## config.mk

```make
export PLATFORM = sky130hd
export DESIGN_NAME = keywd_top
export DESIGN_NICKNAME = d
export VERILOG_FILES = /design/src/rtl/keywd_pkg.sv /design/src/rtl/keywd_ctrl.sv /design/src/rtl/keywd_dp.sv /design/src/rtl/keywd_top.sv
export SDC_FILE = /design/constraint.sdc
export NUM_CORES = 1
export LEC_CHECK = 0
export ABC_CLOCK_PERIOD_IN_PS = 3000
export BUFFER_PORTS_ARGS = -buffer_cell sky130_fd_sc_hd__buf_2
export CAP_MARGIN = 20
export CELL_PAD_IN_SITES_DETAIL_PLACEMENT = 0
export CELL_PAD_IN_SITES_GLOBAL_PLACEMENT = 1
export CORE_MARGIN = 8
export CORE_UTILIZATION = 47
export CTS_BUF_LIST = sky130_fd_sc_hd__clkbuf_4
export CTS_CLUSTER_SIZE = 25
export DETAILED_ROUTE_END_ITERATION = 10
export GPL_TIMING_DRIVEN = 0
export HOLD_SLACK_MARGIN = 0.02
export PLACE_DENSITY_LB_ADDON = 0.1
export REMOVE_ABC_BUFFERS = 1
export SLEW_MARGIN = 20
export SYNTH_ARGS = -nofsm -noshare
export SYNTH_HDL_FRONTEND = slang
export SYNTH_HIERARCHICAL = 1
export SYNTH_SLANG_ARGS = --single-unit
```

## constraint.sdc

```tcl
create_clock -name clk -period 3 [get_ports clk]
set_clock_uncertainty 0.15 [all_clocks]
set_input_delay 0.3 -clock clk [delete_from_list [all_inputs] [get_ports clk]]
set_output_delay 0.3 -clock clk [all_outputs]
set_load 0.1 [all_outputs]
```

## src/rtl/keywd_pkg.sv

```systemverilog
package keywd_pkg;
  localparam int unsigned BUS_W = 32;

  localparam int unsigned OFS_CTL = 0;
  localparam int unsigned OFS_CNT = 4;
  localparam int unsigned OFS_TOV = 8;

  localparam logic [31:0] KEY_UNLOCK32  = 32'hD928_C520;
  localparam logic [31:0] KEY_REFRESH32 = 32'hB480_A602;
  localparam logic [15:0] UNLOCK_LO  = KEY_UNLOCK32[15:0];
  localparam logic [15:0] UNLOCK_HI  = KEY_UNLOCK32[31:16];
  localparam logic [15:0] REFRESH_LO = KEY_REFRESH32[15:0];
  localparam logic [15:0] REFRESH_HI = KEY_REFRESH32[31:16];

  localparam int unsigned B_CMD32   = 13;
  localparam int unsigned B_OPEN    = 11;
  localparam int unsigned B_DONE    = 10;
  localparam int unsigned B_CSEL_HI = 9;
  localparam int unsigned B_CSEL_LO = 8;
  localparam int unsigned B_EN      = 7;
  localparam int unsigned B_ALLOW   = 5;
  localparam int unsigned B_WAITRUN = 1;
  localparam int unsigned B_STOPRUN = 0;

  typedef enum logic [1:0] {
    PART_NONE,
    PART_UNLOCK,
    PART_REFRESH
  } keyPart_t;

  typedef struct packed {
    logic       cmd32;
    logic [1:0] clkSel;
    logic       en;
    logic       allow;
    logic       waitRun;
    logic       stopRun;
  } wdCfg_t;

  typedef struct packed {
    logic clearCnt;
    logic armed;
    logic countEn;
  } dpStrobe_t;
endpackage

```

## src/rtl/keywd_ctrl.sv

```systemverilog
module keywd_ctrl
  import keywd_pkg::*;
#(
  parameter int unsigned ADDR_W     = 4,
  parameter int unsigned CNT_W      = 32,
  parameter int unsigned WIN_CYC    = 255,
  parameter int unsigned TOUT_RESET = 60000
) (
  input  logic               clk,
  input  logic               rst_n,
  input  logic               busWr,
  input  logic [ADDR_W-1:0]  busAddr,
  input  logic [BUS_W-1:0]   busWdata,
  input  logic               tickEn,
  input  logic               waitMode,
  input  logic               stopMode,
  input  logic [CNT_W-1:0]   cntQ,
  output dpStrobe_t          strobe,
  output logic [CNT_W-1:0]   timeoutQ,
  output logic [BUS_W-1:0]   busRdata,
  output logic               unlockedQ,
  output logic               enQ,
  output logic               allowQ
);
  localparam int unsigned WIN_W = $clog2(WIN_CYC + 1);
  localparam logic [ADDR_W-1:0] A_CTL = ADDR_W'(OFS_CTL);
  localparam logic [ADDR_W-1:0] A_CNT = ADDR_W'(OFS_CNT);
  localparam logic [ADDR_W-1:0] A_TOV = ADDR_W'(OFS_TOV);

  wdCfg_t     cfgQ;
  keyPart_t   partQ, partNext;
  logic [WIN_W-1:0] winCntQ;
  logic       ctlDoneQ, tovDoneQ, appliedQ;
  logic       wrCnt, wrCtl, wrTov;
  logic       unlockHit, refreshHit, unlockGo, winClose;

  // key decode on writes to the count register
  always_comb begin
    wrCnt = busWr && (busAddr == A_CNT);
    wrCtl = busWr && (busAddr == A_CTL) && unlockedQ;
    wrTov = busWr && (busAddr == A_TOV) && unlockedQ;
    unlockHit  = 1'b0;
    refreshHit = 1'b0;
    partNext   = partQ;
    if (wrCnt) begin
      partNext = PART_NONE;
      if (cfgQ.cmd32) begin
        unlockHit  = (busWdata == KEY_UNLOCK32);
        refreshHit = (busWdata == KEY_REFRESH32);
      end else begin
        unlockHit  = (partQ == PART_UNLOCK)  && (busWdata == {16'h0, UNLOCK_HI});
        refreshHit = (partQ == PART_REFRESH) && (busWdata == {16'h0, REFRESH_HI});
        if (busWdata == {16'h0, UNLOCK_LO})       partNext = PART_UNLOCK;
        else if (busWdata == {16'h0, REFRESH_LO}) partNext = PART_REFRESH;
      end
    end
  end

  assign unlockGo = unlockHit && cfgQ.allow && !unlockedQ;
  assign winClose = (winCntQ == WIN_W'(WIN_CYC - 1)) ||
                    ((ctlDoneQ || wrCtl) && (tovDoneQ || wrTov));

  always_ff @(posedge clk or negedge rst_n) begin
    if (!rst_n) partQ <= PART_NONE;
    else        partQ <= partNext;
  end

  // reconfiguration window and guarded registers
  always_ff @(posedge clk or negedge rst_n) begin
    if (!rst_n) begin
      unlockedQ <= 1'b0;
      winCntQ   <= '0;
      ctlDoneQ  <= 1'b0;
      tovDoneQ  <= 1'b0;
      appliedQ  <= 1'b0;
      cfgQ      <= '{cmd32: 1'b0, clkSel: 2'b00, en: 1'b0, allow: 1'b1,
                     waitRun: 1'b0, stopRun: 1'b0};
      timeoutQ  <= CNT_W'(TOUT_RESET);
    end else if (unlockGo) begin
      unlockedQ <= 1'b1;
      winCntQ   <= '0;
      ctlDoneQ  <= 1'b0;
      tovDoneQ  <= 1'b0;
      appliedQ  <= 1'b0;
    end else if (unlockedQ) begin
      if (wrCtl) begin
        cfgQ.cmd32   <= busWdata[B_CMD32];
        cfgQ.clkSel  <= busWdata[B_CSEL_HI:B_CSEL_LO];
        cfgQ.en      <= busWdata[B_EN];
        cfgQ.allow   <= busWdata[B_ALLOW];
        cfgQ.waitRun <= busWdata[B_WAITRUN];
        cfgQ.stopRun <= busWdata[B_STOPRUN];
        ctlDoneQ     <= 1'b1;
        appliedQ     <= 1'b1;
      end
      if (wrTov) begin
        timeoutQ <= busWdata[CNT_W-1:0];
        tovDoneQ <= 1'b1;
        appliedQ <= 1'b1;
      end
      if (winClose) unlockedQ <= 1'b0;
      else          winCntQ   <= winCntQ + 1'b1;
    end
  end

  always_comb begin
    strobe.clearCnt = refreshHit;
    strobe.armed    = cfgQ.en;
    strobe.countEn  = cfgQ.en && tickEn &&
                      (!waitMode || cfgQ.waitRun) &&
                      (!stopMode || cfgQ.stopRun);
  end

  // register read mux
  always_comb begin
    busRdata = '0;
    unique case (busAddr)
      A_CTL: begin
        busRdata[B_CMD32]             = cfgQ.cmd32;
        busRdata[B_OPEN]              = unlockedQ;
        busRdata[B_DONE]              = appliedQ;
        busRdata[B_CSEL_HI:B_CSEL_LO] = cfgQ.clkSel;
        busRdata[B_EN]                = cfgQ.en;
        busRdata[B_ALLOW]             = cfgQ.allow;
        busRdata[B_WAITRUN]           = cfgQ.waitRun;
        busRdata[B_STOPRUN]           = cfgQ.stopRun;
      end
      A_CNT:   busRdata = BUS_W'(cntQ);
      A_TOV:   busRdata = BUS_W'(timeoutQ);
      default: busRdata = '0;
    endcase
  end

  assign enQ    = cfgQ.en;
  assign allowQ = cfgQ.allow;
endmodule

```

## src/rtl/keywd_dp.sv

```systemverilog
module keywd_dp
  import keywd_pkg::*;
#(
  parameter int unsigned CNT_W = 32
) (
  input  logic             clk,
  input  logic             rst_n,
  input  dpStrobe_t        strobe,
  input  logic [CNT_W-1:0] timeoutQ,
  output logic [CNT_W-1:0] cntQ,
  output logic             resetReq
);
  logic expiredQ;
  logic fireNow;

  assign fireNow = strobe.armed && !expiredQ && (cntQ >= timeoutQ);

  always_ff @(posedge clk or negedge rst_n) begin
    if (!rst_n) begin
      cntQ     <= '0;
      expiredQ <= 1'b0;
      resetReq <= 1'b0;
    end else if (strobe.clearCnt) begin
      cntQ     <= '0;
      expiredQ <= 1'b0;
      resetReq <= 1'b0;
    end else if (fireNow) begin
      expiredQ <= 1'b1;
      resetReq <= 1'b1;
    end else begin
      resetReq <= 1'b0;
      if (strobe.countEn && !expiredQ) cntQ <= cntQ + 1'b1;
    end
  end
endmodule

```

## src/rtl/keywd_top.sv

```systemverilog
module keywd_top
  import keywd_pkg::*;
#(
  parameter int unsigned ADDR_W     = 4,
  parameter int unsigned CNT_W      = 32,
  parameter int unsigned WIN_CYC    = 255,
  parameter int unsigned TOUT_RESET = 60000
) (
  input  logic              clk,
  input  logic              rst_n,
  input  logic              busWr,
  input  logic [ADDR_W-1:0] busAddr,
  input  logic [31:0]       busWdata,
  output logic [31:0]       busRdata,
  input  logic              tickEn,
  input  logic              waitMode,
  input  logic              stopMode,
  output logic              resetReq
);
  dpStrobe_t        strobe;
  logic [CNT_W-1:0] cntQ;
  logic [CNT_W-1:0] timeoutQ;
  logic             unlockedQ, enQ, allowQ;

  keywd_ctrl #(
    .ADDR_W(ADDR_W), .CNT_W(CNT_W), .WIN_CYC(WIN_CYC), .TOUT_RESET(TOUT_RESET)
  ) u_ctrl (
    .clk(clk), .rst_n(rst_n), .busWr(busWr), .busAddr(busAddr),
    .busWdata(busWdata), .tickEn(tickEn), .waitMode(waitMode),
    .stopMode(stopMode), .cntQ(cntQ), .strobe(strobe), .timeoutQ(timeoutQ),
    .busRdata(busRdata), .unlockedQ(unlockedQ), .enQ(enQ), .allowQ(allowQ)
  );

  keywd_dp #(.CNT_W(CNT_W)) u_dp (
    .clk(clk), .rst_n(rst_n), .strobe(strobe), .timeoutQ(timeoutQ),
    .cntQ(cntQ), .resetReq(resetReq)
  );
endmodule

```

After elaboration in Yosys (flattened, before gate mapping) --
Index checks and enable logic that the tools add are counted.
Cells by class: add/subtract/negate cells 2, $lt $le $gt $ge 1, equality and inequality tests 13, mux-type cells 37, bitwise gates (word level) 1, reductions and logical operators 39
Operators by type and width (number):
- == test 32 x 16 -> 1 bit, second input constant | 4
- 2-to-1 mux 32 bit | 3
- == test 32 bit, second input constant | 2
- one-hot mux 18 bit (2 select lines) | 1
- adder 32 x 1 -> 32 bit, second input constant | 1
- greater-or-equal comparator 32 bit | 1
- 2-to-1 mux 8 bit | 3
- 2-to-1 mux 1 bit | 20
- logical AND 1 bit | 16
- one-hot mux 5 bit (3 select lines) | 1
- AND reduction 2 bit | 5
- nonzero test 2 bit | 5
- adder 8 x 1 -> 8 bit, second input constant | 1
- == test 8 bit, second input constant | 1
- 2-to-1 mux 2 bit | 3
- one-hot mux 1 bit (3 select lines) | 2
- one-hot mux 2 bit (3 select lines) | 1
- one-hot mux 3 bit (2 select lines) | 1
- AND reduction 3 bit | 2
- logical OR 1 bit | 5
- == test 4 x 3 -> 1 bit, second input constant | 1
- == test 4 bit, second input constant | 1
- zero test 1 bit | 4
- zero test 4 bit | 1
- other kinds (7) | 8
Word-level totals: register bits after elaboration 87, bits of input ports 42, output and inout bits 33, logic and storage cells 109

Logic depth before layout (Yosys ltp) --
word-level depth 9, mapped depth 14, mapped depth without buffers 10

By module --
Netlist, hierarchy kept.
By module, submodules not included:
- keywd_dp | instances 1, cells each 361, area each 2996.6 um2, sequential area each 850.8 um2
- keywd_ctrl | instances 1, cells each 255, area each 2917.8 um2, sequential area each 1336.3 um2

Worst setup path after synthesis --
Ideal clock, no wire load.
kind input-to-output, start in busAddr[2], end out busRdata[0], arrival time 3.011 ns, data required time 2.550 ns, slack -0.461 ns, cell stages on the path 3, buffers on the path 1, cell sequence or3_1 clkbuf_1 o21ai_0
Between the ends: cells in the longest elaborated chain, start to end 2, elaborated cells on any way between the ends 4, those cells by class 2 x eq/ne; 1 x mux; 1 x reduce/logical
Ends and longest elaborated chain:
- from (decl) | line keywd_top.sv:12 | input logic [ADDR_W-1:0] busAddr,
- == test 4 bit, or another cell as far along | line keywd_ctrl.sv:117 | unique case (busAddr)
- one-hot mux 2 bit (3 select lines) * | line keywd_ctrl.sv:117
- to (decl) | line keywd_top.sv:14 | output logic [31:0] busRdata,
Every way passes the cells marked *; elsewhere a longest branch is shown, timed or not.

==> summary.txt <==
Clock Latency Late Sink -> 460 ps
Layout cells sized above 1 -> 26.63%
Final WS setup -> 71.65 ps
RSZ-0062 raised after global routing -> true
Die Wd -> 128.2 um
Compound-Gate Fraction of Synth Area -> 19.36%
Post-synth EDFFs -> 0
CTS Buf Count -> 9
Worst-case reg-to-reg path depth -> 9
CP Data Arrival Time -> 3140 ps
Antenna viol nets, final -> 0
Worst-Margin Slew -> 856.8 ps
Reg-to-Reg Start -> u_dp/cntQ[0]$_DFFE_PN0P_
Commonest non-fill, non-tap cell in the layout -> dfrtp_1
Simple-gate share of the synthesized area -> 20.80%
Final min period -> 2928 ps
Hold Path Depth -> 4
Worst VDD drop -> 0.0002207 V
Vias in the first global route -> 5595
Initial antenna violation count -> 0
Die Y -> 128.2 um
Fill cell count -> 1134
PD cells -> 365.4 nW/um^2
Cell variety after synth -> 76
Synthesized area -> 5914 sq um
Die area -> 16430 sq um
DP Area -> 6534 sq um
Final setup fails -> 0
CTS max path bufs -> 2
Commonest non-fill, non-tap cells in the layout -> dfrtp_1, buf_2, inv_1
Req. time, crit path -> 3210 ps
Asr flop ratio synth -> 100.0%
Largest net degree at the start of global routing -> 62
Most used DFF post-synth -> dfrtp_1
Crit start category -> primary input
H-tree level count -> 3
Initial Util -> 47.45%
Final worst path period share -> 97.61%
Worst Hold End -> u_ctrl/appliedQ$_DFFE_PN0P_
Clk sink count -> 87
Sequential area share after synthesis -> 36.98%
CTS tree -> done
Final-report max-slew violation count -> 0
Cell Int Power -> 0.001922 W
Mux contribution to synthesized area -> 8.377%
Outcome -> completed
Switching share of power -> 27.35%
Yosys reg bits -> 87
Mapped Cells -> 616
Ant. Diodes -> 0
Worst-path fanout max -> 27
Crit end category -> register
DRC viols -> 0
Core box area -> 12470 sq um
Avg Vias per Cell -> 6.114
Reg2Reg Capture Point -> u_dp/cntQ[2]$_DFFE_PN0P_
Switch Pwr -> 0.0007236 W
Syn Area/Cell -> 9.601 sq um
RePlAce Congestion -> 0.8589
Detailed placement HPWL -> 12650 um
Hold WC Path Type -> primary input to register
Yosys warns -> 6
Slew HR -> 42.67%
Num rows -> 41
Detailed Routing Iterations Pass 1 -> 5
Hold WS -> 79.01 ps
Clock share of power -> 35.8%
Global-route wire length before repair -> 28770 um
Buffers on Ports -> 74
Largest family of logic cells by synthesized area -> simple AND/OR/NAND/NOR gates
Final instance area -> 7239 sq um
Clock-pin slew on the worst setup and hold paths -> 140 ps
Starting DRC count in detailed routing -> 452
Reg2Reg Setup Slack -> 130 ps
Synth Area in Adders -> 7.404%
Max Fclk -> 341.5 MHz
Via count -> 5460
Final hold vios -> 0
# nets final -> 793
Total of max-cap violations -> 0
Gate power share -> 15.3%
Pre-CTS WS -> -1884 ps
Xor-xnor portion of the synthesized cell area -> 0.8885%
WL/cell -> 19.83 um
Synth-to-Final Area Change -> 22.40%
Gr ovfl total -> 0
LEAKAGE -> 3.099 nW
Routed WL -> 17710 um
Sequential power share -> 48.9%
Hold Startpoint -> busAddr[0]
Crit path kind -> primary input to register
Gr usage total -> 21.93%
Root buf cell -> clkbuf_4
# IOs -> 75
-- per-layer routing --
layer / GRT usage (%) / routed length [um] / vias to the layer above
met1: 28.29 / 7947 / 2740
li1: - / - / 2545
met3: 3.453 / 852 / 21
met2: 36.43 / 8651 / 154
met5: 0 / 0 / -
met4: 7.622 / 255 / 0
-- power groups by stage --
stage	Sequential (W)	Combinational (W)	Clock, W
after floorplan	0.00129	0.000217	0
after global placement	0.00130	0.000330	0
after detailed placement	0.00131	0.000357	0
after CTS	0.00129	0.000399	0.000968
after global routing	0.00130	0.000445	0.00101
final	0.00129	0.000405	0.000948
-- logic make-up (layout without fill, tap and decap cells) --
group	after synthesis	count (layout)
AO/OA/AOI/OAI	153	153
buffers and inverters	86	190
adder cells (fa/ha/maj)	35	35
AND/OR/NAND/NOR	204	205
flip-flops	87	87
multiplexers	45	45
XOR/XNOR	6	6
-- worst max-delay path, stage by stage --
cell      delay, ps
buf_2           110
or4_4           570
nor4_4          320
nand4_1         200
a21boi_4        230
or3b_4          180
nand3b_1        130
buf_4           130
o22ai_4          70
buf_16          180
or3_4           440
o311ai_2        250
-- how the worst max path moves through the flow --
stage	endpoint	slack [ps]	from	depth (start not counted)
floorplan	u_dp/cntQ[25]$_DFFE_PN0P_	-2740	busAddr[1]	9
global placement	u_dp/cntQ[25]$_DFFE_PN0P_	-6250	busAddr[3]	10
detailed placement	u_dp/cntQ[26]$_DFFE_PN0P_	-1880	busAddr[3]	12
CTS	u_dp/cntQ[2]$_DFFE_PN0P_	20	busWdata[26]	12
global route	u_dp/cntQ[24]$_DFFE_PN0P_	-10	u_dp/cntQ[0]$_DFFE_PN0P_	9
finish	u_dp/cntQ[2]$_DFFE_PN0P_	70	busWdata[17]	12
-- flip-flops by register name (all words and copies together) (netlist names) --
register	cells
u_ctrl/allowQ	1
u_ctrl/appliedQ	1
u_ctrl/cfgQ	5
u_ctrl/ctlDoneQ	1
u_ctrl/enQ	1
u_ctrl/partQ	2
u_ctrl/timeoutQ	32
u_ctrl/tovDoneQ	1
u_ctrl/unlockedQ	1
u_ctrl/winCntQ	8
u_dp/cntQ	32
u_dp/expiredQ	1
u_dp/resetReq	1
-- cell usage after synthesis (all sizes together) (14+ instances only) --
master  number  area share (%)
clkbuf      25             1.6
ha          35             7.4
a21oi       14             1.2
nor2        24             1.9
nand2       44             2.8
nand4       15             1.6
o21ai       39             3.4
inv         49             3.1
a22o        29             4.3
mux2        36             6.9
dfrtp       79              33
o211ai      19             2.4
nand3       33             2.8
-- cell type report --
type,instances,area [sq um],share of cell area (%)
Multi-Input combinational cell,444,3486,48.15
Sequential cell,87,2191,30.26
Timing Repair Buffer,124,950.9,13.14
Tap cell,172,215.2,2.973
Inverter,50,188.9,2.610
Clock inverter,6,132.6,1.832
Clock buffer,10,75.07,1.037
-- what timing repair did --
action / 4_1_cts / 5_1_grt
hold buffers: 35 / 0
setup endpoints to repair: 34 / 31
resized for setup: 14 / 4
endpoints found under the hold margin: 125 / 0
gates cloned: 0 / 1
setup buffers: 4 / 3
pin swaps: 2 / 7
-- stage by stage --
stage	cells	utilization, %	TNS (ps)	power, W
floorplan	580	-	-99680	0.001507
global placement	826	50.71	-300400	0.001635
detailed placement	834	52.41	-56730	0.001667
CTS	889	57.57	0	0.002658
global route	893	58.07	-14.24	0.002759
finish	893	58.07	0	0.002646
No activity file was read; power rests on OpenSTA's default activity.
